==> src/rtl/vecirq_pkg.sv <==
package vecirq_pkg;
  localparam int ADDR_W = 12;

  localparam logic [11:0] OFS_NSTAT   = 12'h000;
  localparam logic [11:0] OFS_FSTAT   = 12'h004;
  localparam logic [11:0] OFS_RAW     = 12'h008;
  localparam logic [11:0] OFS_SEL     = 12'h00C;
  localparam logic [11:0] OFS_ENSET   = 12'h010;
  localparam logic [11:0] OFS_ENCLR   = 12'h014;
  localparam logic [11:0] OFS_SOFT    = 12'h018;
  localparam logic [11:0] OFS_SOFTCLR = 12'h01C;
  localparam logic [11:0] OFS_PROT    = 12'h020;
  localparam logic [11:0] OFS_VEC     = 12'h030;
  localparam logic [11:0] OFS_DEFVEC  = 12'h034;

  localparam logic [3:0] PAGE_VADDR = 4'h1;
  localparam logic [3:0] PAGE_CTL   = 4'h2;

  localparam logic [1:0] SZ_BYTE = 2'b00;
  localparam logic [1:0] SZ_HALF = 2'b01;
  localparam logic [1:0] SZ_WORD = 2'b10;

  // Address falls inside a per-slot page and names an existing slot.
  function automatic logic in_page(input logic [11:0] a, input logic [3:0] page,
                                   input int nslot);
    return (a[11:8] == page) && (int'(a[7:2]) < nslot);
  endfunction
endpackage

==> src/rtl/vecirq_vecmem.sv <==
module vecirq_vecmem #(
  parameter int DEPTH = 16,
  parameter int DW    = 32,
  parameter int IW    = $clog2(DEPTH)
) (
  input  logic          clk,
  input  logic          rst,
  input  logic          we,
  input  logic [IW-1:0] widx,
  input  logic [DW-1:0] wdata,
  input  logic [IW-1:0] ridx,
  output logic [DW-1:0] rdata_q
);
  logic [DW-1:0] mem [DEPTH];

  // One write port, one synchronous read port.
  always_ff @(posedge clk) begin
    if (rst) begin
      for (int i = 0; i < DEPTH; i++) mem[i] <= '0;
      rdata_q <= '0;
    end else begin
      if (we) mem[widx] <= wdata;
      rdata_q <= mem[ridx];
    end
  end
endmodule

==> src/rtl/vecirq_arbiter.sv <==
module vecirq_arbiter #(
  parameter int NSRC  = 32,
  parameter int NSLOT = 16,
  parameter int SRCW  = $clog2(NSRC),
  parameter int SLW   = $clog2(NSLOT)
) (
  input  logic [NSRC-1:0]            cand,
  input  logic [NSLOT-1:0][SRCW-1:0] slot_src,
  input  logic [NSLOT-1:0]           slot_en,
  output logic                       win_valid,
  output logic [SLW-1:0]             win_idx
);
  logic [NSLOT-1:0] hit;

  for (genvar n = 0; n < NSLOT; n++) begin : g_slot
    assign hit[n] = slot_en[n] & cand[slot_src[n]];
  end

  // Scan downward so the lowest-numbered hit is the last one assigned.
  always_comb begin
    win_valid = 1'b0;
    win_idx   = '0;
    for (int n = NSLOT - 1; n >= 0; n--) begin
      if (hit[n]) begin
        win_valid = 1'b1;
        win_idx   = SLW'(n);
      end
    end
  end
endmodule

==> src/rtl/vecirq_regs.sv <==
module vecirq_regs
  import vecirq_pkg::*;
#(
  parameter int NSRC  = 32,
  parameter int NSLOT = 16,
  parameter int DW    = 32,
  parameter int SRCW  = $clog2(NSRC),
  parameter int SLW   = $clog2(NSLOT)
) (
  input  logic                       clk,
  input  logic                       rst,
  input  logic                       wr_en,
  input  logic [ADDR_W-1:0]          addr,
  input  logic [DW-1:0]              wdata,
  output logic [NSRC-1:0]            en_q,
  output logic [NSRC-1:0]            sel_q,
  output logic [NSRC-1:0]            soft_q,
  output logic                       prot_q,
  output logic [DW-1:0]              defvec_q,
  output logic [NSLOT-1:0][SRCW-1:0] slot_src_q,
  output logic [NSLOT-1:0]           slot_en_q
);
  logic [ADDR_W-1:0] wa;
  logic              ctl_wr;
  logic [SLW-1:0]    ctl_idx;
  logic [NSRC-1:0]   wbits;

  assign wa      = {addr[ADDR_W-1:2], 2'b00};
  assign ctl_wr  = wr_en && in_page(addr, PAGE_CTL, NSLOT);
  assign ctl_idx = addr[SLW+1:2];
  assign wbits   = wdata[NSRC-1:0];

  always_ff @(posedge clk) begin
    if (rst) begin
      en_q     <= '0;
      sel_q    <= '0;
      soft_q   <= '0;
      prot_q   <= 1'b0;
      defvec_q <= '0;
    end else if (wr_en) begin
      case (wa)
        OFS_SEL:     sel_q    <= wbits;
        OFS_ENSET:   en_q     <= en_q | wbits;
        OFS_ENCLR:   en_q     <= en_q & ~wbits;
        OFS_SOFT:    soft_q   <= soft_q | wbits;
        OFS_SOFTCLR: soft_q   <= soft_q & ~wbits;
        OFS_PROT:    prot_q   <= wdata[0];
        OFS_DEFVEC:  defvec_q <= wdata;
        default: ;
      endcase
    end
  end

  always_ff @(posedge clk) begin
    if (rst) begin
      slot_src_q <= '0;
      slot_en_q  <= '0;
    end else if (ctl_wr) begin
      slot_src_q[ctl_idx] <= wdata[SRCW-1:0];
      slot_en_q[ctl_idx]  <= wdata[SRCW];
    end
  end
endmodule

==> src/rtl/vecirq_ctrl.sv <==
module vecirq_ctrl
  import vecirq_pkg::*;
#(
  parameter int NSRC  = 32,
  parameter int NSLOT = 16,
  parameter int DW    = 32
) (
  input  logic              clk,
  input  logic              rst,
  input  logic [NSRC-1:0]   req_i,
  input  logic              bus_sel_i,
  input  logic              bus_wr_i,
  input  logic [ADDR_W-1:0] bus_addr_i,
  input  logic [1:0]        bus_size_i,
  input  logic              bus_priv_i,
  input  logic [DW-1:0]     bus_wdata_i,
  output logic [DW-1:0]     bus_rdata_o,
  output logic              fast_irq_o,
  output logic              irq_o
);
  localparam int SRCW = $clog2(NSRC);
  localparam int SLW  = $clog2(NSLOT);

  logic [NSRC-1:0]            en_q, sel_q, soft_q;
  logic                       prot_q;
  logic [DW-1:0]              defvec_q;
  logic [NSLOT-1:0][SRCW-1:0] slot_src_q;
  logic [NSLOT-1:0]           slot_en_q;

  logic                       acc_ok, wr_ok, rd_ok;
  logic [ADDR_W-1:0]          wa;
  logic [NSRC-1:0]            raw, fast_set, norm_set;
  logic                       win_valid;
  logic [SLW-1:0]             win_idx;
  logic                       vec_we;
  logic [SLW-1:0]             mem_idx;
  logic [DW-1:0]              mem_q;
  logic [DW-1:0]              rd_val, reg_q;
  logic                       rd_mem, mem_sel_q;
  logic [SLW-1:0]             cidx;

  // Accepted access: word sized and allowed by the protection bit.
  assign acc_ok = bus_sel_i && (bus_size_i == SZ_WORD) && (!prot_q || bus_priv_i);
  assign wr_ok  = acc_ok && bus_wr_i;
  assign rd_ok  = acc_ok && !bus_wr_i;
  assign wa     = {bus_addr_i[ADDR_W-1:2], 2'b00};
  assign cidx   = bus_addr_i[SLW+1:2];

  assign raw      = req_i | soft_q;
  assign fast_set = raw & en_q & sel_q;
  assign norm_set = raw & en_q & ~sel_q;

  vecirq_regs #(.NSRC(NSRC), .NSLOT(NSLOT), .DW(DW)) u_regs (
    .clk        (clk),
    .rst        (rst),
    .wr_en      (wr_ok),
    .addr       (bus_addr_i),
    .wdata      (bus_wdata_i),
    .en_q       (en_q),
    .sel_q      (sel_q),
    .soft_q     (soft_q),
    .prot_q     (prot_q),
    .defvec_q   (defvec_q),
    .slot_src_q (slot_src_q),
    .slot_en_q  (slot_en_q)
  );

  vecirq_arbiter #(.NSRC(NSRC), .NSLOT(NSLOT)) u_arb (
    .cand      (norm_set),
    .slot_src  (slot_src_q),
    .slot_en   (slot_en_q),
    .win_valid (win_valid),
    .win_idx   (win_idx)
  );

  assign vec_we = wr_ok && in_page(bus_addr_i, PAGE_VADDR, NSLOT);

  vecirq_vecmem #(.DEPTH(NSLOT), .DW(DW)) u_vmem (
    .clk     (clk),
    .rst     (rst),
    .we      (vec_we),
    .widx    (cidx),
    .wdata   (bus_wdata_i),
    .ridx    (mem_idx),
    .rdata_q (mem_q)
  );

  // Read decode: handler addresses come from the memory port, the rest from logic.
  always_comb begin
    rd_val  = '0;
    rd_mem  = 1'b0;
    mem_idx = cidx;
    if (in_page(bus_addr_i, PAGE_VADDR, NSLOT)) begin
      rd_mem = 1'b1;
    end else if (in_page(bus_addr_i, PAGE_CTL, NSLOT)) begin
      rd_val = DW'({slot_en_q[cidx], slot_src_q[cidx]});
    end else begin
      case (wa)
        OFS_NSTAT:  rd_val = DW'(norm_set);
        OFS_FSTAT:  rd_val = DW'(fast_set);
        OFS_RAW:    rd_val = DW'(raw);
        OFS_SEL:    rd_val = DW'(sel_q);
        OFS_ENSET:  rd_val = DW'(en_q);
        OFS_SOFT:   rd_val = DW'(soft_q);
        OFS_PROT:   rd_val = DW'(prot_q);
        OFS_DEFVEC: rd_val = defvec_q;
        OFS_VEC: begin
          if (win_valid) begin
            rd_mem  = 1'b1;
            mem_idx = win_idx;
          end else begin
            rd_val = defvec_q;
          end
        end
        default: ;
      endcase
    end
  end

  always_ff @(posedge clk) begin
    if (rst) begin
      fast_irq_o <= 1'b0;
      irq_o      <= 1'b0;
      reg_q      <= '0;
      mem_sel_q  <= 1'b0;
    end else begin
      fast_irq_o <= |fast_set;
      irq_o      <= |norm_set;
      reg_q      <= rd_ok ? rd_val : '0;
      mem_sel_q  <= rd_ok && rd_mem;
    end
  end

  assign bus_rdata_o = mem_sel_q ? mem_q : reg_q;
endmodule

==> config.mk <==
export PLATFORM = sky130hd
export DESIGN_NAME = vecirq_ctrl
export DESIGN_NICKNAME = d
export VERILOG_FILES = /design/src/rtl/vecirq_pkg.sv /design/src/rtl/vecirq_vecmem.sv /design/src/rtl/vecirq_arbiter.sv /design/src/rtl/vecirq_regs.sv /design/src/rtl/vecirq_ctrl.sv
export SDC_FILE = /design/constraint.sdc
export NUM_CORES = 2
export LEC_CHECK = 0
export BUFFER_PORTS_ARGS = -buffer_cell sky130_fd_sc_hd__buf_2
export CAP_MARGIN = 30
export CORE_UTILIZATION = 30
export CTS_CLUSTER_SIZE = 40
export DETAILED_ROUTE_END_ITERATION = 10
export PLACE_DENSITY = 0.55
export RECOVER_POWER = 25
export REMOVE_ABC_BUFFERS = 1
export SYNTH_ARGS = -nofsm -noshare
export SYNTH_HDL_FRONTEND = slang
export SYNTH_HIERARCHICAL = 1
export SYNTH_SLANG_ARGS = --single-unit
==> constraint.sdc <==
create_clock -name clk -period 9.5 [get_ports clk]
set_clock_uncertainty 0.1 [all_clocks]
set_input_delay 0.95 -clock clk [delete_from_list [all_inputs] [get_ports clk]]
set_output_delay 0.95 -clock clk [all_outputs]
set_load 0.1 [all_outputs]
==> flow_summary.yaml <==
route:
  first_iter_violations: 2920
  via_per_inst: 5.47
  wl_per_cell_um: 26.5
  wirelength_mm: 143
  drc: 0
  first_pass_iters: 6
  vias: 29565
  drt.antenna.violating_nets: 0
synth:
  syn_area_um2: 43100
  synth_most_common_cell: "and2_1"
  synth_common_cells: "and2_1 (521), edfxtp_1 (512), mux2i_1 (383), dfxtp_1 (292), nand2b_1 (220)"
  syn_area_per_cell_um2: 12.4
  synth-seq-cells: 804
  netlist.area_leader.share_pct: 35.6
  ys_seq_area_share_pct: 49.2
  synthTopCellsByArea: "edfxtp_1 (36%), dfxtp_1 (14%), mux2i_1 (8.9%)"
  synth_warnings: 6
  synth_top_cell_by_area: "edfxtp_1"
  async_flop_share_pct: 0
  synthDistinctLibCells: 86
  ys.flop_type: "edfxtp_1"
  synth_cells: 3466
  synth_edf_count: 512
critical_path:
  critical_path_buf_inv_count: 4
  cp.arrival_ps: 6820
  worst-setup-path-type: "input port to flop"
  end_kind: "flop"
  crit_slowest_cell: "nor2b_4"
  cpPeakStageDelay_ps: 700
  cp.depth: 18
  crit_chain: "buf_2 -> o21ai_0 -> nor2_1 -> buf_8 -> mux4_1 -> mux4_2 -> mux2_2 -> nand2_1 -> and4b_1 -> nand2_1 -> and4_1 -> a21o_1 -> buf_4 -> nor2b_4 -> buf_4 -> a22oi_1 -> nand3_1 -> o21ai_1"
  startpoint_type: "input port"
  ff2ff_path_depth: 17
  path_delay_family: "simple AND/OR/NAND/NOR gates"
  critPathMaxFanout: 29
  critical_path_required_ps: 9950
global_routing:
  grt_overflow: 0
  antenna_found_initial: 17
  grt_pass1_wl_mm: 205
  grt_pass1_vias: 28726
  grtUsageTotal_pct: 19.2
  grt_max_degree: 108
timing:
  fmax_mhz: 157
  fin_hold_ws_ps: 380
  rsz0062_at_grt: "no"
  drv_slew: 354
  hold_viol_final: 0
  fin_crit_sh_pct: 67.1
  setup_viol: 0
  fin_crit_ps: 6370
  tightest_slew_ps: 2660
  layout_setup_ws_ps: 3130
  relSlewSlack_pct: -77.2
run_status:
  violations: "max-capacitance violations, max-slew violations"
  status: "complete, but fails checks"
floorplanning:
  rows: 138
  io_pins: 117
  start_util_pct: 30.3
  die_y_um: 381
  die_w_um: 381
  die-area_um2: 145000
  core-area_um2: 142000
final_layout:
  nets: 3518
  syn2layout_area_growth_pct: 11.5
  final_core_util_pct: 33.8
  drive_gt1_share_pct: 16.8
  final_cells: 5405
clock_network:
  cts_max_path_buffers: 3
  cts_max_level: 3
  cts_tree: "yes"
  cts_hold_buf: 0
  worstSkewPairLatency_ps: 700
  ctsResizeCount: 0
  postCtsSetupRepairBufs: 0
  clock-sinks: 804
  path_clk_slew_ps: 60
  cts_root_buf: "clkbuf_16"
  numCtsBuffers: 87
placed_design:
  place_congestion: 0.893
  hpwl_mm: 88.6
  placed_cells: 5234
  io_buffer_count: 114
  post-place-ws_ps: 2590
hold_path:
  min_path_type: "flop to flop"
  whs_path_depth: 2
power_and_ir_drop:
  ir_drop_mv: 0.149
  total_power_mw: 7.78
  p_leak_nw: 17.6
  power_density_nw_per_um2: 162
flow_run:
  drv_cap: 11
## power by group
group,switching [mW],internal [mW]
Clock,1.48,1.93
Combinational,0.341,0.161
Sequential,0.0351,3.83
Total,1.86,5.92
## layer usage
metal / part of all wire [%] / global-route usage (%) / up-vias / wire length (µm)
li1: - / - / 12984 / -
met1: 43 / 25.8 / 14865 / 61100
met2: 46 / 30.2 / 1420 / 65200
met3: 8.6 / 4.63 / 286 / 12300
met4: 3.1 / 6.31 / 10 / 4440
met5: 0.039 / 0 / - / 56
## placed cells by master, fill, tap and decap left out, types with 35 or more instances in the layout
cell type    n
and2_0     108
clkbuf_16   89
buf_2      100
o21ai_1     35
mux2_2      42
a211oi_1    65
a221oi_1    39
nand2b_1   219
mux4_1      64
buf_4       83
nor2_1      71
a31oi_1     75
clkbuf_1    54
mux4_2     140
edfxtp_1   512
and2_1     411
nand2_1     87
a21oi_1     71
mux2i_1    383
a22oi_1    105
dfxtp_1    292
nand3_1     39
o21ai_0     37
## path summary, 6_finish.rpt
check                           slack, ps                               end                             start
worst min register to register        380  u_regs/defvec_q[11]$_SDFFE_PP0P_  u_regs/defvec_q[11]$_SDFFE_PP0P_
worst min-delay path                  380  u_regs/defvec_q[11]$_SDFFE_PP0P_  u_regs/defvec_q[11]$_SDFFE_PP0P_
worst max-delay path                 3130     u_vmem/rdata_q[31]$_SDFF_PP0_                          req_i[4]
worst max register to register       3250     u_vmem/rdata_q[31]$_SDFF_PP0_                              flop
## state kept, by name, summed over array words and instances (netlist names), named ones only
signal,cells
u_vmem/mem,512
u_regs/defvec_q,32
u_regs/sel_q,32
irq_o,1
u_regs/prot_q,1
u_regs/slot_en_q,16
reg_q,32
u_vmem/rdata_q,32
u_regs/slot_src_q,80
fast_irq_o,1
mem_sel_q,1
## area by class of cell
cell class | instances | area, µm²
Antenna cell | 6 | 15.0
Sequential cell | 804 | 21200
Tap cell | 1890 | 2360
Fill cell | 14040 | 94000
Timing Repair Buffer | 224 | 1570
Clock buffer | 130 | 2470
Multi-Input combinational cell | 2301 | 20000
Inverter | 17 | 63.8
Clock inverter | 33 | 374
## worst min-delay path: cells and delay by family (launching register included)
kind,cells,cell delay [ps]
flip-flops,1,310
AND/OR/NAND/NOR,1,60
multiplexers,1,60
## through the flow
| step | TNS, ps | instance area (µm²) |
|---|---|---|
| 3_5_place_dp | 0 | 45400 |
| 4_1_cts | 0 | 48300 |
| 6_report | 0 | 48100 |
| 3_3_place_gp | 0 | 45100 |
| 5_1_grt | 0 | 48100 |
| 2_1_floorplan | -73230 | 41300 |
## logic make-up (layout without fill, tap and decap cells)
kind of cell	after synthesis	count (layout)	synth area share (%)
flops	804	804	49.2
compound gates	511	511	8.15
other cells	0	6	0
xor+xnor	2	2	0.0406
simple gates	1158	1158	16.9
mux	630	630	21.2
buf+inv	361	404	4.49
Note: power is estimated with default switching activity, not from simulation.
